## src/rtl/priv_pkg.sv

```systemverilog
package priv_pkg;
  typedef enum logic [2:0] {
    OP_SENS   = 3'd0,
    OP_SETLVL = 3'd1,
    OP_TBASE  = 3'd2,
    OP_TRAP   = 3'd3,
    OP_IRQ    = 3'd4,
    OP_FAULT  = 3'd5,
    OP_RSV6   = 3'd6,
    OP_RSV7   = 3'd7
  } op_e;

  typedef enum logic [2:0] {
    ST_IDLE, ST_READ, ST_PUSH0, ST_PUSH1, ST_PUSH2, ST_HALT
  } st_e;

  localparam logic [1:0] LVL_K = 2'd0;
  localparam logic [1:0] LVL_U = 2'd3;
endpackage

```

## src/rtl/handler_table.sv

```systemverilog
module handler_table #(
  parameter int W     = 16,
  parameter int VEC_W = 4
) (
  input  logic             clk,
  input  logic             rst_n,
  input  logic             we,
  input  logic [VEC_W-1:0] widx,
  input  logic [1:0]       wsel,
  input  logic [W-1:0]     wdata,
  input  logic [VEC_W-1:0] ridx,
  output logic [W-1:0]     r_sp,
  output logic [W-1:0]     r_ip,
  output logic [2:0]       r_ctrl
);
  localparam int NVEC = 1 << VEC_W;

  logic [W-1:0] sp_m   [NVEC];
  logic [W-1:0] ip_m   [NVEC];
  logic [2:0]   ctrl_m [NVEC];

  for (genvar g = 0; g < NVEC; g++) begin : g_ent
    always_ff @(posedge clk) begin
      if (!rst_n) begin
        sp_m[g]   <= '0;
        ip_m[g]   <= '0;
        ctrl_m[g] <= '0;
      end else if (we && widx == VEC_W'(g)) begin
        case (wsel)
          2'd0:    sp_m[g]   <= wdata;
          2'd1:    ip_m[g]   <= wdata;
          2'd2:    ctrl_m[g] <= wdata[2:0];
          default: ;
        endcase
      end
    end
  end

  assign r_sp   = sp_m[ridx];
  assign r_ip   = ip_m[ridx];
  assign r_ctrl = ctrl_m[ridx];
endmodule

```

## src/rtl/priv_check.sv

```systemverilog
module priv_check
  import priv_pkg::*;
#(
  parameter int VEC_W     = 4,
  parameter int FAULT_VEC = 6
) (
  input  op_e              op,
  input  logic [VEC_W-1:0] arg,
  input  logic [1:0]       lvl,
  input  logic             irq_en,
  output logic             apply,
  output logic             entry,
  output logic [VEC_W-1:0] evec
);
  logic priv;
  logic viol;
  logic tgt_ok;

  always_comb begin
    priv   = (lvl == LVL_K);
    tgt_ok = (arg[1:0] == LVL_K || arg[1:0] == LVL_U) && (arg[1:0] >= lvl);
    viol   = 1'b0;
    apply  = 1'b0;
    entry  = 1'b0;
    evec   = arg;
    case (op)
      OP_SENS, OP_TBASE: if (priv) apply = 1'b1; else viol = 1'b1;
      OP_SETLVL:         if (tgt_ok) apply = 1'b1; else viol = 1'b1;
      OP_TRAP, OP_FAULT: entry = 1'b1;
      OP_IRQ:            entry = irq_en;
      default:           ;
    endcase
    if (viol) begin
      entry = 1'b1;
      evec  = VEC_W'(FAULT_VEC);
    end
  end
endmodule

```

## src/rtl/entry_seq.sv

```systemverilog
module entry_seq
  import priv_pkg::*;
#(
  parameter int W     = 16,
  parameter int VEC_W = 4
) (
  input  logic             clk,
  input  logic             rst_n,
  input  logic             acc,
  input  op_e              op,
  input  logic [VEC_W-1:0] arg,
  input  logic             apply,
  input  logic             entry,
  input  logic [VEC_W-1:0] evec,
  input  logic [W-1:0]     ctx_ip,
  input  logic [W-1:0]     ctx_sp,
  input  logic [W-1:0]     d_sp,
  input  logic [W-1:0]     d_ip,
  input  logic [2:0]       d_ctrl,
  output logic [VEC_W-1:0] tidx,
  output logic             mw_en,
  output logic [W-1:0]     mw_addr,
  output logic [W-1:0]     mw_data,
  output logic [1:0]       lvl,
  output logic [W-1:0]     ip,
  output logic [W-1:0]     sp,
  output logic             irq_en,
  output logic             busy,
  output logic             ready,
  output logic             dfault
);
  st_e              st_q;
  logic [VEC_W-1:0] idx_q, tbase_q;
  logic [1:0]       lvl_q, olvl_q, nlvl_q;
  logic [W-1:0]     ip_q, sp_q, oip_q, osp_q, nsp_q, nip_q;
  logic             ie_q, df_q;
  logic             d_ok;

  assign d_ok = d_ctrl[2] && (d_ctrl[1:0] == LVL_K || d_ctrl[1:0] == LVL_U);

  always_ff @(posedge clk) begin
    if (!rst_n) begin
      st_q    <= ST_IDLE;
      idx_q   <= '0;
      tbase_q <= '0;
      lvl_q   <= LVL_K;
      olvl_q  <= LVL_K;
      nlvl_q  <= LVL_K;
      ip_q    <= '0;
      sp_q    <= '0;
      oip_q   <= '0;
      osp_q   <= '0;
      nsp_q   <= '0;
      nip_q   <= '0;
      ie_q    <= 1'b0;
      df_q    <= 1'b0;
    end else begin
      case (st_q)
        ST_IDLE: if (acc) begin
          if (entry) begin
            st_q   <= ST_READ;
            idx_q  <= tbase_q + evec;
            olvl_q <= lvl_q;
            oip_q  <= ctx_ip;
            osp_q  <= ctx_sp;
          end else if (apply) begin
            case (op)
              OP_SENS:   ie_q    <= arg[0];
              OP_SETLVL: lvl_q   <= arg[1:0];
              OP_TBASE:  tbase_q <= arg;
              default:   ;
            endcase
          end
        end
        ST_READ: begin
          if (d_ok) begin
            nsp_q  <= d_sp;
            nip_q  <= d_ip;
            nlvl_q <= d_ctrl[1:0];
            st_q   <= ST_PUSH0;
          end else begin
            df_q <= 1'b1;
            st_q <= ST_HALT;
          end
        end
        ST_PUSH0: st_q <= ST_PUSH1;
        ST_PUSH1: st_q <= ST_PUSH2;
        ST_PUSH2: begin
          lvl_q <= nlvl_q;
          ip_q  <= nip_q;
          sp_q  <= nsp_q - W'(3);
          st_q  <= ST_IDLE;
        end
        default: st_q <= st_q;
      endcase
    end
  end

  always_comb begin
    mw_en   = 1'b0;
    mw_addr = nsp_q - W'(1);
    mw_data = {{(W-2){1'b0}}, olvl_q};
    case (st_q)
      ST_PUSH0: mw_en = 1'b1;
      ST_PUSH1: begin
        mw_en   = 1'b1;
        mw_addr = nsp_q - W'(2);
        mw_data = osp_q;
      end
      ST_PUSH2: begin
        mw_en   = 1'b1;
        mw_addr = nsp_q - W'(3);
        mw_data = oip_q;
      end
      default: ;
    endcase
  end

  assign tidx   = idx_q;
  assign lvl    = lvl_q;
  assign ip     = ip_q;
  assign sp     = sp_q;
  assign irq_en = ie_q;
  assign busy   = (st_q == ST_READ) || (st_q == ST_PUSH0) ||
                  (st_q == ST_PUSH1) || (st_q == ST_PUSH2);
  assign ready  = (st_q == ST_IDLE);
  assign dfault = df_q;


  lvl_legal_chk: assert property (@(posedge clk) disable iff (!rst_n)
    lvl_q == LVL_K || lvl_q == LVL_U);


  raise_only_entry_chk: assert property (@(posedge clk) disable iff (!rst_n)
    (lvl_q == LVL_K && $past(lvl_q) == LVL_U) |-> $past(st_q) == ST_PUSH2);


  push_run_chk: assert property (@(posedge clk) disable iff (!rst_n)
    (mw_en && !$past(mw_en)) |=> mw_en && mw_addr == $past(mw_addr) - W'(1));


  hold_during_entry_chk: assert property (@(posedge clk) disable iff (!rst_n)
    (busy && $past(busy)) |-> $stable(lvl_q) && $stable(ip_q) && $stable(sp_q));


  dfault_sticky_chk: assert property (@(posedge clk) disable iff (!rst_n)
    dfault |=> dfault && !mw_en && !ready);
endmodule

```

## src/rtl/priv_entry_unit.sv

```systemverilog
module priv_entry_unit
  import priv_pkg::*;
#(
  parameter int W         = 16,
  parameter int VEC_W     = 4,
  parameter int FAULT_VEC = 6
) (
  input  logic             clk,
  input  logic             rst_n,
  input  logic             req_valid,
  output logic             req_ready,
  input  logic [2:0]       req_op,
  input  logic [VEC_W-1:0] req_arg,
  input  logic [W-1:0]     req_ip,
  input  logic [W-1:0]     req_sp,
  input  logic             tbl_we,
  input  logic [VEC_W-1:0] tbl_idx,
  input  logic [1:0]       tbl_sel,
  input  logic [W-1:0]     tbl_wdata,
  output logic             mw_en,
  output logic [W-1:0]     mw_addr,
  output logic [W-1:0]     mw_data,
  output logic [1:0]       cur_lvl,
  output logic [W-1:0]     cur_ip,
  output logic [W-1:0]     cur_sp,
  output logic             irq_en,
  output logic             busy,
  output logic             dfault
);
  op_e              op;
  logic             acc, apply, entry;
  logic [VEC_W-1:0] evec, tidx;
  logic [W-1:0]     d_sp, d_ip;
  logic [2:0]       d_ctrl;

  assign op  = op_e'(req_op);
  assign acc = req_valid && req_ready;

  handler_table #(.W(W), .VEC_W(VEC_W)) u_tbl (
    .clk(clk), .rst_n(rst_n), .we(tbl_we), .widx(tbl_idx), .wsel(tbl_sel),
    .wdata(tbl_wdata), .ridx(tidx), .r_sp(d_sp), .r_ip(d_ip), .r_ctrl(d_ctrl)
  );

  priv_check #(.VEC_W(VEC_W), .FAULT_VEC(FAULT_VEC)) u_chk (
    .op(op), .arg(req_arg), .lvl(cur_lvl), .irq_en(irq_en),
    .apply(apply), .entry(entry), .evec(evec)
  );

  entry_seq #(.W(W), .VEC_W(VEC_W)) u_seq (
    .clk(clk), .rst_n(rst_n), .acc(acc), .op(op), .arg(req_arg),
    .apply(apply), .entry(entry), .evec(evec),
    .ctx_ip(req_ip), .ctx_sp(req_sp),
    .d_sp(d_sp), .d_ip(d_ip), .d_ctrl(d_ctrl), .tidx(tidx),
    .mw_en(mw_en), .mw_addr(mw_addr), .mw_data(mw_data),
    .lvl(cur_lvl), .ip(cur_ip), .sp(cur_sp), .irq_en(irq_en),
    .busy(busy), .ready(req_ready), .dfault(dfault)
  );
endmodule

```

## config.mk

```make
export PLATFORM = sky130hd
export DESIGN_NAME = priv_entry_unit
export DESIGN_NICKNAME = d
export VERILOG_FILES = /design/src/rtl/priv_pkg.sv /design/src/rtl/handler_table.sv /design/src/rtl/priv_check.sv /design/src/rtl/entry_seq.sv /design/src/rtl/priv_entry_unit.sv
export SDC_FILE = /design/constraint.sdc
export NUM_CORES = 1
export LEC_CHECK = 0
export ABC_AREA = 1
export BUFFER_PORTS_ARGS = -buffer_cell sky130_fd_sc_hd__buf_2
export CAP_MARGIN = 20
export CORE_AREA = 10 10 285 342
export CTS_CLUSTER_SIZE = 24
export DETAILED_ROUTE_END_ITERATION = 8
export DIE_AREA = 0 0 295 352
export GPL_TIMING_DRIVEN = 0
export MAX_ROUTING_LAYER = met4
export PLACE_DENSITY_LB_ADDON = 0.1
export REMOVE_ABC_BUFFERS = 1
export SYNTH_ARGS = -nofsm -noshare
export SYNTH_HDL_FRONTEND = slang
export SYNTH_SLANG_ARGS = --single-unit
```

## constraint.sdc

```tcl
create_clock -name clk -period 2.8 [get_ports clk]
set_input_delay 0.56 -clock clk [delete_from_list [all_inputs] [get_ports clk]]
set_output_delay 0.56 -clock clk [all_outputs]
set_load 0.05 [all_outputs]
```

* Word-level counts from Yosys, hierarchy flattened
Memory sizes are Yosys's and may differ from the RTL's. A register that Yosys moved wholly into a read port is not among the register bits.
Cells that the tools add are included.
** Word-level totals
- Register bits :: 83
- Memory bits (writable) :: 560
- Bits of input ports :: 65
- Output and inout port bits :: 71
- Logic and storage cells :: 367
- Memories :: 3
** Cells by class
- Add/sub/neg operators :: 4
- Order comparisons :: 1
- Equality and inequality tests :: 33
- Multiplexer cells :: 219
- Bitwise logic cells :: 50
- Reductions and logical operators :: 45
** Memories
- u_tbl.ip_m :: words 16, bits a word 16, rd ports 1, clocked after Yosys merged registers in 1, write ports 16, line handler_table.sv:19 : logic [W-1:0] ip_m [NVEC];
- u_tbl.sp_m :: words 16, bits a word 16, rd ports 1, clocked after Yosys merged registers in 1, write ports 16, line handler_table.sv:18 : logic [W-1:0] sp_m [NVEC];
- u_tbl.ctrl_m :: words 16, bits a word 3, rd ports 1, clocked after Yosys merged registers in 1, write ports 16, line handler_table.sv:20 : logic [2:0] ctrl_m [NVEC];
** Operators by type and width (count)
- 16-bit 2-to-1 mux :: 32
- 1-bit 2-to-1 mux :: 154
- 16-bit case mux with 2 select lines :: 2
- 3-bit 2-to-1 mux :: 19
- 1-bit OR :: 48
- 4-bit == test, second input constant :: 8
- 16-bit by 2-bit subtractor with 16-bit output, second input constant :: 2
- 1-bit logical AND :: 19
- 4-bit by 3-bit == test with 1-bit output, second input constant :: 4
- 16-bit by 1-bit subtractor with 16-bit output, second input constant :: 1
- 3-bit case mux with 5 select lines :: 1
- 5-bit AND reduction :: 3
- 3-bit by 2-bit == test with 1-bit output, second input constant :: 4
- 4-bit 2-to-1 mux :: 3
- 3-bit == test, second input constant :: 3
- 4-bit by 2-bit == test with 1-bit output, second input constant :: 2
- 2-bit logical NOT :: 4
- 2-bit 2-to-1 mux :: 4
- 2-bit by 1-bit != test with 1-bit output, second input constant :: 4
- 2-bit == test, second input constant :: 3
- 3-bit by 1-bit == test with 1-bit output, second input constant :: 2
- 3-bit logical NOT :: 2
- 1-bit case mux with 2 select lines :: 3
- 3-bit AND reduction :: 2
- other kinds (15) :: 23

* Longest topological paths before layout
Gate-level depths: netlist of the first run.
- Depth in word-level cells :: 9
- Depth in mapped cells :: 16
- Depth with buffers taken out :: 16

* Modules after synthesis
A second synthesis of the first run with hierarchy kept.
** Second synthesis, totals
- Cell total of the unflattened synthesis :: 3926
- Area, all modules :: 32841.5 sq um
** By module, submodules not included
- handler_table :: times used 1, cells each 3115, area each 27219.9 sq um, seq. area each 16816.1 sq um
- entry_seq :: times used 1, cells each 775, area each 5410.2 sq um, seq. area each 2302.2 sq um
- priv_check :: times used 1, cells each 34, area each 203.9 sq um, seq. area each 0.0 sq um
- priv_entry_unit :: times used 1, cells each 2, area each 7.5 sq um, seq. area each 0.0 sq um

* Worst setup path before layout of the first run
No wires, ideal clock.
- Kind :: flip-flop to output port
- Start :: reg u_seq.nsp_q[6] (read register of u_tbl.sp_m)
- End :: out mw_addr[12]
- Arrival time :: 2938 ps
- Data required time :: 2240 ps
- Slack :: -698 ps
- Cell stages (with the launch flop) :: 9
- Buffers on the path :: 1
- Cells stage by stage :: dfxtp_1 -> clkbuf_1 -> nor2_1 -> inv_1 -> nor2_1 -> inv_1 -> nor2_1 -> a21oi_1 -> o311ai_0
** Between the ends
- Cells in the longest elaborated chain, start to end :: 2
- Elaborated cells on any way between the ends :: 4
- Those cells by class :: add/sub: 3; mux: 1
** Ends and longest elaborated chain
- from (decl) :: line entry_seq.sv:35 : logic [W-1:0] ip_q, sp_q, oip_q, osp_q, nsp_q, nip_q;
- 16-bit by 1-bit subtractor with 16-bit output, or another cell as far along :: line entry_seq.sv:101 : mw_addr = nsp_q - W'(1);
- 16-bit case mux with 2 select lines * :: line entry_seq.sv:103 : case (st_q)
- to (decl) :: line priv_entry_unit.sv:21 : output logic [W-1:0] mw_addr,
Mark *: on every way between the ends. The rest lies on a longest branch, timed or not.

* Final worst setup path of the first run
- Start :: reg u_seq.nsp_q[3] (read register of u_tbl.sp_m)
- End :: out mw_addr[13]
The elaborated chain is that of the path after synthesis.

==> qor.yml, run 1 <==
route:
  ant_nets: 0
  drt-initial-drc-count: 1786
  drc_errors: 0
  drt_first_pass_iters: 7
  drt-total-wl_mm: 108
  vias: 24600
  wl_per_cell_um: 22.5
  via_per_inst: 5.13
clock_network:
  ctsHoldBuffers: 0
  h-tree-depth: 3
  cts.sink_count: 679
  cts_tree: "done"
  path_clk_slew_ps: 60
  clockBufferDepth: 3
  clock_latency_ps: 630
  root_buffer: "clkbuf_16"
  cts_buffers: 76
synthesis:
  ys_seq_elements: 679
  yosysSeqAreaShare_pct: 61.0
  synth_area_mm2: 0.0315
  yosys.cell_types.count: 37
  netlist_instances: 3530
  synth.avg_cell_area_um2: 8.92
  synth_edf_count: 560
  synth_async_sr_flop_share_pct: 0
  synth_top_area_cell: "edfxtp_1"
  yosys_warnings: 0
  synth_flop_cell: "edfxtp_1"
  synth_top_cell_area_share_pct: 53.4
  synth_area_leaders: "edfxtp_1 (53%), nand2_1 (10%), nor2_1 (9.5%)"
timing:
  maxSlewHeadroom_pct: 32.3
  tightest_slew_ps: 1010
  setup_slack_ps: -70.9
  setup_tns_ps: -258
  setup_viol: 6
  fmax_mhz: 348
  slew_viol_final: 0
  skew_ps: 23.9
  final_hold_viol_count: 0
  min_period_over_period_pct: 103
  min_period_ps: 2870
  rsz0062_at_grt: "true"
setup_path:
  r2r-start: "u_seq.tidx[2]"
  cp_max_fo: 7
  slowest_delay_ps: 380
  critPathSlowestCell: "dfxtp_2"
  cp-end-kind: "primary output"
  crit_arrival_ps: 2310
  cp_num_buf_inv: 4
  timing.critical_path.max_delay_family: "simple AND/OR/NAND/NOR gates"
  cp-start-kind: "flip-flop"
  critPathKind: "reg -> out"
  cp-startpoint: "u_seq.nsp_q[3]"
  crit_chain: "nor2_4 -> inv_2 -> nor2_4 -> inv_2 -> nor2_4 -> inv_2 -> nor2_4 -> nand2_2 -> a22o_1 -> o21ai_2 -> buf_6"
  cp.required_ps: 2240
  cpMostUsedCell: "nor2_4"
status:
  status: "finished with violations"
  violations: "setup timing"
job:
  cap_violations: 0
grt:
  grt_pass1_vias: 24000
  grt.total_usage_pct: 20.9
  antenna_found_initial: 2
  grt_start_max_net_pins: 122
  grt_overflow: 0
  grt_pass1_wl_mm: 159
floorplan:
  num_rows: 121
  die_h_um: 352
  die_area_mm2: 0.104
  start_util_pct: 34.8
  chipWidth_um: 295
  ioPinCount: 136
  coreArea_mm2: 0.0904
min_path:
  hp-class: "in -> reg"
  hp-start: "req_sp[0]"
final_layout:
  diodes: 0
  nets: 3653
  drive_gt1_share_pct: 14.3
  syn_to_final_growth_pct: 18.3
  fillers: 8912
  design_area_mm2: 0.0373
place:
  hpwlAfterDp_mm: 62.0
  postPlaceCellArea_mm2: 0.0332
  gp_congestion: 0.796
  port_buffers: 135
power_and_ir_drop:
  power.density_mw_per_mm2: 946
  leakage_uw: 0.0149
  peakVddDrop_uv: 597
[through the flow]
stage | std cells | power (uW) | setup WS [ps] | util [%] | hold WS [ps]
2_1_floorplan | 3257 | 19300 | -8680 | - | 427
6_report | 4801 | 35200 | -70.9 | 41.2 | 185
3_3_place_gp | 4560 | 22800 | -20600 | 36.0 | 437
4_1_cts | 4785 | 35000 | -158 | 40.8 | 139
5_1_grt | 4801 | 36800 | -173 | 41.2 | 189
3_5_place_dp | 4589 | 23100 | -1510 | 36.8 | 441
[cell usage after synthesis, types with 2 or more instances]
cell type  instances
a21oi_1          244
a22o_1            15
buf_1             22
buf_2             33
buf_4              5
buf_6              4
clkbuf_1         209
clkinv_1           4
dfxtp_1          119
edfxtp_1         560
ha_1              10
inv_1            147
inv_2              8
nand2_1          849
nand2_2            2
nand3_1          231
nand4_1           60
nor2_1           798
nor3_1             9
nor3_2             8
nor4_1             3
o211ai_1           6
o21ai_0           88
o21ai_1            8
o311ai_0           5
o31ai_1           65
or2_2              2
xor2_1             7
[placed cells by master (no fill, tap or decap), types with 7 or more instances in the layout]
cell	instances
nand3_2	11
clkinv_2	10
clkbuf_16	83
buf_16	17
a22o_1	15
nand2_1	836
buf_4	57
bufbuf_16	9
o21ai_2	10
a21oi_1	240
inv_1	108
dfxtp_4	13
o21ai_0	73
nand3_1	220
buf_8	9
nor2_4	26
buf_12	11
clkbuf_1	22
nand4_1	60
nor2_1	762
nor3_1	7
dfxtp_2	7
o31ai_1	58
clkinv_1	14
dfxtp_1	99
buf_6	12
nand2_2	10
nor2_2	11
inv_2	37
edfxtp_1	560
o21ai_1	14
buf_2	122
[final cells by class]
type	count	area (um2)	share of cell area, %
inverter	159	687	1.84
tap	1168	1460	3.92
timing repair inverter	2	25.0	0.0672
timing repair buffer	238	2310	6.21
clock inverter	27	176	0.473
sequential	679	19300	51.7
clock buffer	107	2180	5.84
multi-input combinational	2421	11200	30.0
[metal layers]
layer	track usage, %	vias up	routed length [um]
met3	2.59	151	4920
li1	-	11900	-
met4	6.67	0	3120
met1	25.7	12000	45800
met5	-	-	0
met2	35.4	636	54200
[kinds of logic after synthesis]
| family | Yosys count | share of synthesized area [%] |
|---|---|---|
| adder cells (fa/ha/maj) | 11 | 0.461 |
| AND/OR/NAND/NOR | 1964 | 25.1 |
| flip-flops | 679 | 61.0 |
| AO/OA/AOI/OAI | 436 | 7.78 |
| buffers and inverters | 432 | 5.43 |
| XOR/XNOR | 8 | 0.222 |
[report_power, final]
part,internal [uW],switching [uW],leakage [uW],total [uW]
clock,5580,4180,0.00115,9770
sequential,11800,508,0.00631,12300
combinational,4170,9000,0.00740,13200
[sequential cells by signal (all words and copies together) (netlist names), 2 cells and up, named ones only]
name	count
u_seq.nsp_q	16
u_tbl.sp_m	256
u_seq.tbase_q	4
u_tbl.ip_m	256
u_seq.nip_q	16
u_seq.nlvl_q	2
u_seq.ip	16
u_tbl.ctrl_m	48
u_seq.sp	16
u_seq.oip_q	16
u_seq.osp_q	16
u_seq.olvl_q	2
u_seq.tidx	4
u_seq.st_q	3
u_seq.lvl	2
[worst min-delay path: cells and delay by family]
| kind | cells | cell delay (ps) |
|---|---|---|
| and+or+nand+nor | 1 | 70 |
| AOI/OAI and AO/OA | 1 | 70 |
| buffers and inverters | 1 | 70 |
[repair_timing]
item | CTS | global route
gates cloned | 13 | 1
pin swaps | 38 | 30
resized for setup | 183 | 63
buffers inserted | 51 | 14
endpoints found under the setup margin | 194 | 137
endpoints found under the hold margin | 0 | 0
[worst paths after layout]
kind	cells past startpoint	slack, ps	endpoint
worst max register to register	8	70	u_seq.nip_q[15]
worst max-delay path	11	-70	mw_addr[13]
worst min register to register	2	450	u_seq.dfault
worst min-delay path	3	190	u_seq.osp_q[0]
Note: power is estimated with default switching activity, not from simulation.
==> run 2, diff against run 1 <==
Settings changed: PLACE_DENSITY from default to 0.61, PLACE_DENSITY_LB_ADDON 0.1 to default, SLEW_MARGIN from default to 20.
==> run 2 against run 1 <==
The run still ends with setup timing left. First-iteration DRC count rose by 44%. Die area did not move. Core utilization barely moved. Final cell count rose by 0.23%. Clock skew rose by 25 ps. Highest routed layer unchanged.
==> qor.yml, run 2 (synthesis results as in run 1) <==
status:
  status: "finished with violations"  # unchanged
  violations: "setup timing"  # unchanged
setup_path:
  slowest_delay_ps: 410  # was 380 ps
  cp-start-kind: "flip-flop"  # unchanged
  cpMostUsedCell: "nor2_4"  # unchanged
  cp-startpoint: "u_seq.nsp_q[1]"  # was u_seq.nsp_q[3]
  rrSetupSlack_ps: 110  # was 70 ps
  crit_chain: "inv_6 -> ha_4 -> inv_4 -> nor2_4 -> inv_2 -> nor2_4 -> inv_2 -> nor2_4 -> buf_6 -> nand2_4 -> a21oi_2 -> o31ai_2 -> buf_6"  # was nor2_4 -> inv_2 -> nor2_4 -> inv_2 -> nor2_4 -> inv_2 -> nor2_4 -> nand2_2 -> a22o_1 -> o21ai_2 -> buf_6
  cp-end-kind: "primary output"  # unchanged
  cp_max_fo: 4  # was 7
  critPathKind: "reg -> out"  # unchanged
  r2r_cells: 13  # was 8
  timing.critical_path.max_delay_family: "buffers and inverters"  # was simple AND/OR/NAND/NOR gates
  crit_arrival_ps: 2350  # was 2310 ps
  cp_num_buf_inv: 6  # was 4
  r2r-start: "u_seq.tidx[0]"  # was u_seq.tidx[2]
  critPathSlowestCell: "dfxtp_4"  # was dfxtp_2
  cp.required_ps: 2240  # about the same
  cp_num_cells: 13  # was 11
timing:
  slew_viol_final: 0  # unchanged
  tightest_slew_ps: 1170  # was 1010 ps
  setup_viol: 4  # was 6
  timing.hold.ws_ps: 192  # was 185 ps
  skew_ps: 49.3  # was 23.9 ps
  rsz0062_at_grt: "true"  # unchanged
  final_hold_viol_count: 0  # unchanged
  min_period_over_period_pct: 104  # was 103%
  setup_slack_ps: -106  # was -70.9 ps
  min_period_ps: 2910  # was 2870 ps
  maxSlewHeadroom_pct: 21.2  # was 32.3%
  fmax_mhz: 344  # was 348 MHz
floorplan:
  die_h_um: 352  # unchanged
  start_util_pct: 34.8  # unchanged
  ioPinCount: 136  # unchanged
  coreArea_mm2: 0.0904  # unchanged
  chipWidth_um: 295  # unchanged
  num_rows: 121  # unchanged
  die_area_mm2: 0.104  # unchanged
place:
  place_ws_ps: -1030  # was -1510 ps
  hpwlAfterDp_mm: 55.8  # was 62.0 mm
  gp_congestion: 0.853  # was 0.796
  port_buffers: 135  # unchanged
clock_network:
  cts_tree: "done"  # unchanged
  cts.sink_count: 679  # unchanged
  cts_buffers: 72  # was 76
  clockBufferDepth: 3  # unchanged
  h-tree-depth: 3  # unchanged
  path_clk_slew_ps: 70  # was 60 ps
  root_buffer: "clkbuf_16"  # unchanged
  ctsHoldBuffers: 0  # unchanged
  clock_latency_ps: 650  # was 630 ps
grt:
  grt_overflow: 0  # unchanged
  antenna_found_initial: 7  # was 2
  grt_pass1_wl_mm: 147  # was 159 mm
  grt.total_usage_pct: 19.0  # was 20.9%
  grt_start_max_net_pins: 131  # was 122
  grt_pass1_vias: 24200  # was 24000
route:
  drt_first_pass_iters: 6  # was 7
  ant_nets: 0  # unchanged
  via_per_inst: 5.30  # was 5.13
  drt-total-wl_mm: 101  # was 108 mm
  wl_per_cell_um: 21.0  # was 22.5 um
  drt-initial-drc-count: 2571  # was 1786
  drc_errors: 0  # unchanged
  vias: 25500  # was 24600
final_layout:
  mostFrequentLayoutCells: "nand2_1 (838), nor2_1 (764), edfxtp_1 (560), a21oi_1 (235), nand3_1 (229)"  # was nand2_1 (836), nor2_1 (762), edfxtp_1 (560), a21oi_1 (240), nand3_1 (220)
  multi_input_area_mm2: 0.0111  # was 0.0112 mm2
  post-route-util_pct: 41.2  # about the same
  fillers: 8566  # was 8912
  nets: 3659  # was 3653
  top_regs: "u_tbl.ip_m x256, u_tbl.sp_m x256, u_tbl.ctrl_m x48"  # unchanged
  drive_gt1_share_pct: 14.4  # was 14.3%
  final_common_cell: "nand2_1"  # unchanged
  seqCellArea_mm2: 0.0193  # about the same
  syn_to_final_growth_pct: 18.3  # about the same
min_path:
  hp-class: "in -> reg"  # unchanged
  whs_path_depth: 3  # unchanged
  hp-start: "req_ip[4]"  # was req_sp[0]
power_and_ir_drop:
  power.density_mw_per_mm2: 932  # was 946 mW/mm2
  leakage_uw: 0.0148  # was 0.0149 uW
  peakVddDrop_uv: 560  # was 597 uV
job:
  cap_violations: 0  # unchanged
[run 2: cell types whose count changed in the layout (fill, tap and decap cells not counted), sizes merged]
cell / previous run / this run
diode: 0 / 6
inv: 157 / 159
a21oi: 246 / 245
bufbuf: 9 / 7
clkbuf: 108 / 98
buf: 228 / 237
nor2: 800 / 802
clkinvlp: 2 / 1
clkinv: 27 / 33
[run 2: worst reg2reg max path, stage by stage (launching register included)]
cell,delay (ps)
dfxtp_4,360
buf_12,190
buf_16,210
buf_16,200
inv_8,150
buf_16,210
nand2_1,100
a21oi_1,70
o31ai_2,440
nand2_1,160
inv_1,80
nand4_1,250
nand2_1,130
nor2_1,40
[run 2: metrics by stage]
| step | cell area, um2 | total power [uW] | cells | TNS [ps] |
|---|---|---|---|---|
| floorplan | 30400 | 19300 | 3257 | -342750 |
| global placement | 32500 | 22400 | 4560 | -3445000 |
| detailed placement | 33200 | 22700 | 4587 | -183810 |
| CTS | 36600 | 33800 | 4770 | -373 |
| global route | 37200 | 36200 | 4808 | -898 |
| finish | 37200 | 34700 | 4812 | -208 |
[run 2: layout make-up]
class | instances | share of cell area [%]
Antenna cell | 6 | 0.0403
Clock buffer | 94 | 5.30
Clock inverter | 35 | 0.773
Inverter | 159 | 1.83
Multi-Input combinational cell | 2422 | 29.9
Sequential cell | 679 | 51.7
Tap cell | 1168 | 3.92
Timing Repair Buffer | 248 | 6.51
Timing Repair inverter | 1 | 0.0235
[run 2: timing repair]
action,4_1_cts,5_1_grt
pin swaps,29,48
gates resized for setup,149,94
setup buffers,41,35
gates cloned,13,3
setup endpoints to repair,110,82
[run 2: final timing paths]
path | end
max | mw_addr[11]
min reg2reg | u_seq.dfault
min | u_seq.oip_q[4]
max reg2reg | u_seq.nip_q[13]
[run 2: layer usage]
metal  track usage, %  routed length, um  share of wire (%)
met5                -                  0                  0
met4             7.76               4020                4.0
met3             3.04               8930                8.8
met2             31.9              49700                 49
met1             22.4              38400                 38
[run 2: where the power goes]
group          switching, uW  total, uW  internal (uW)  leakage, uW
registers                527      12300          11800      0.00631
clock network           4120       9320           5200      0.00111
logic                   8820      13100           4260      0.00743
total                  13500      34700          21300       0.0148
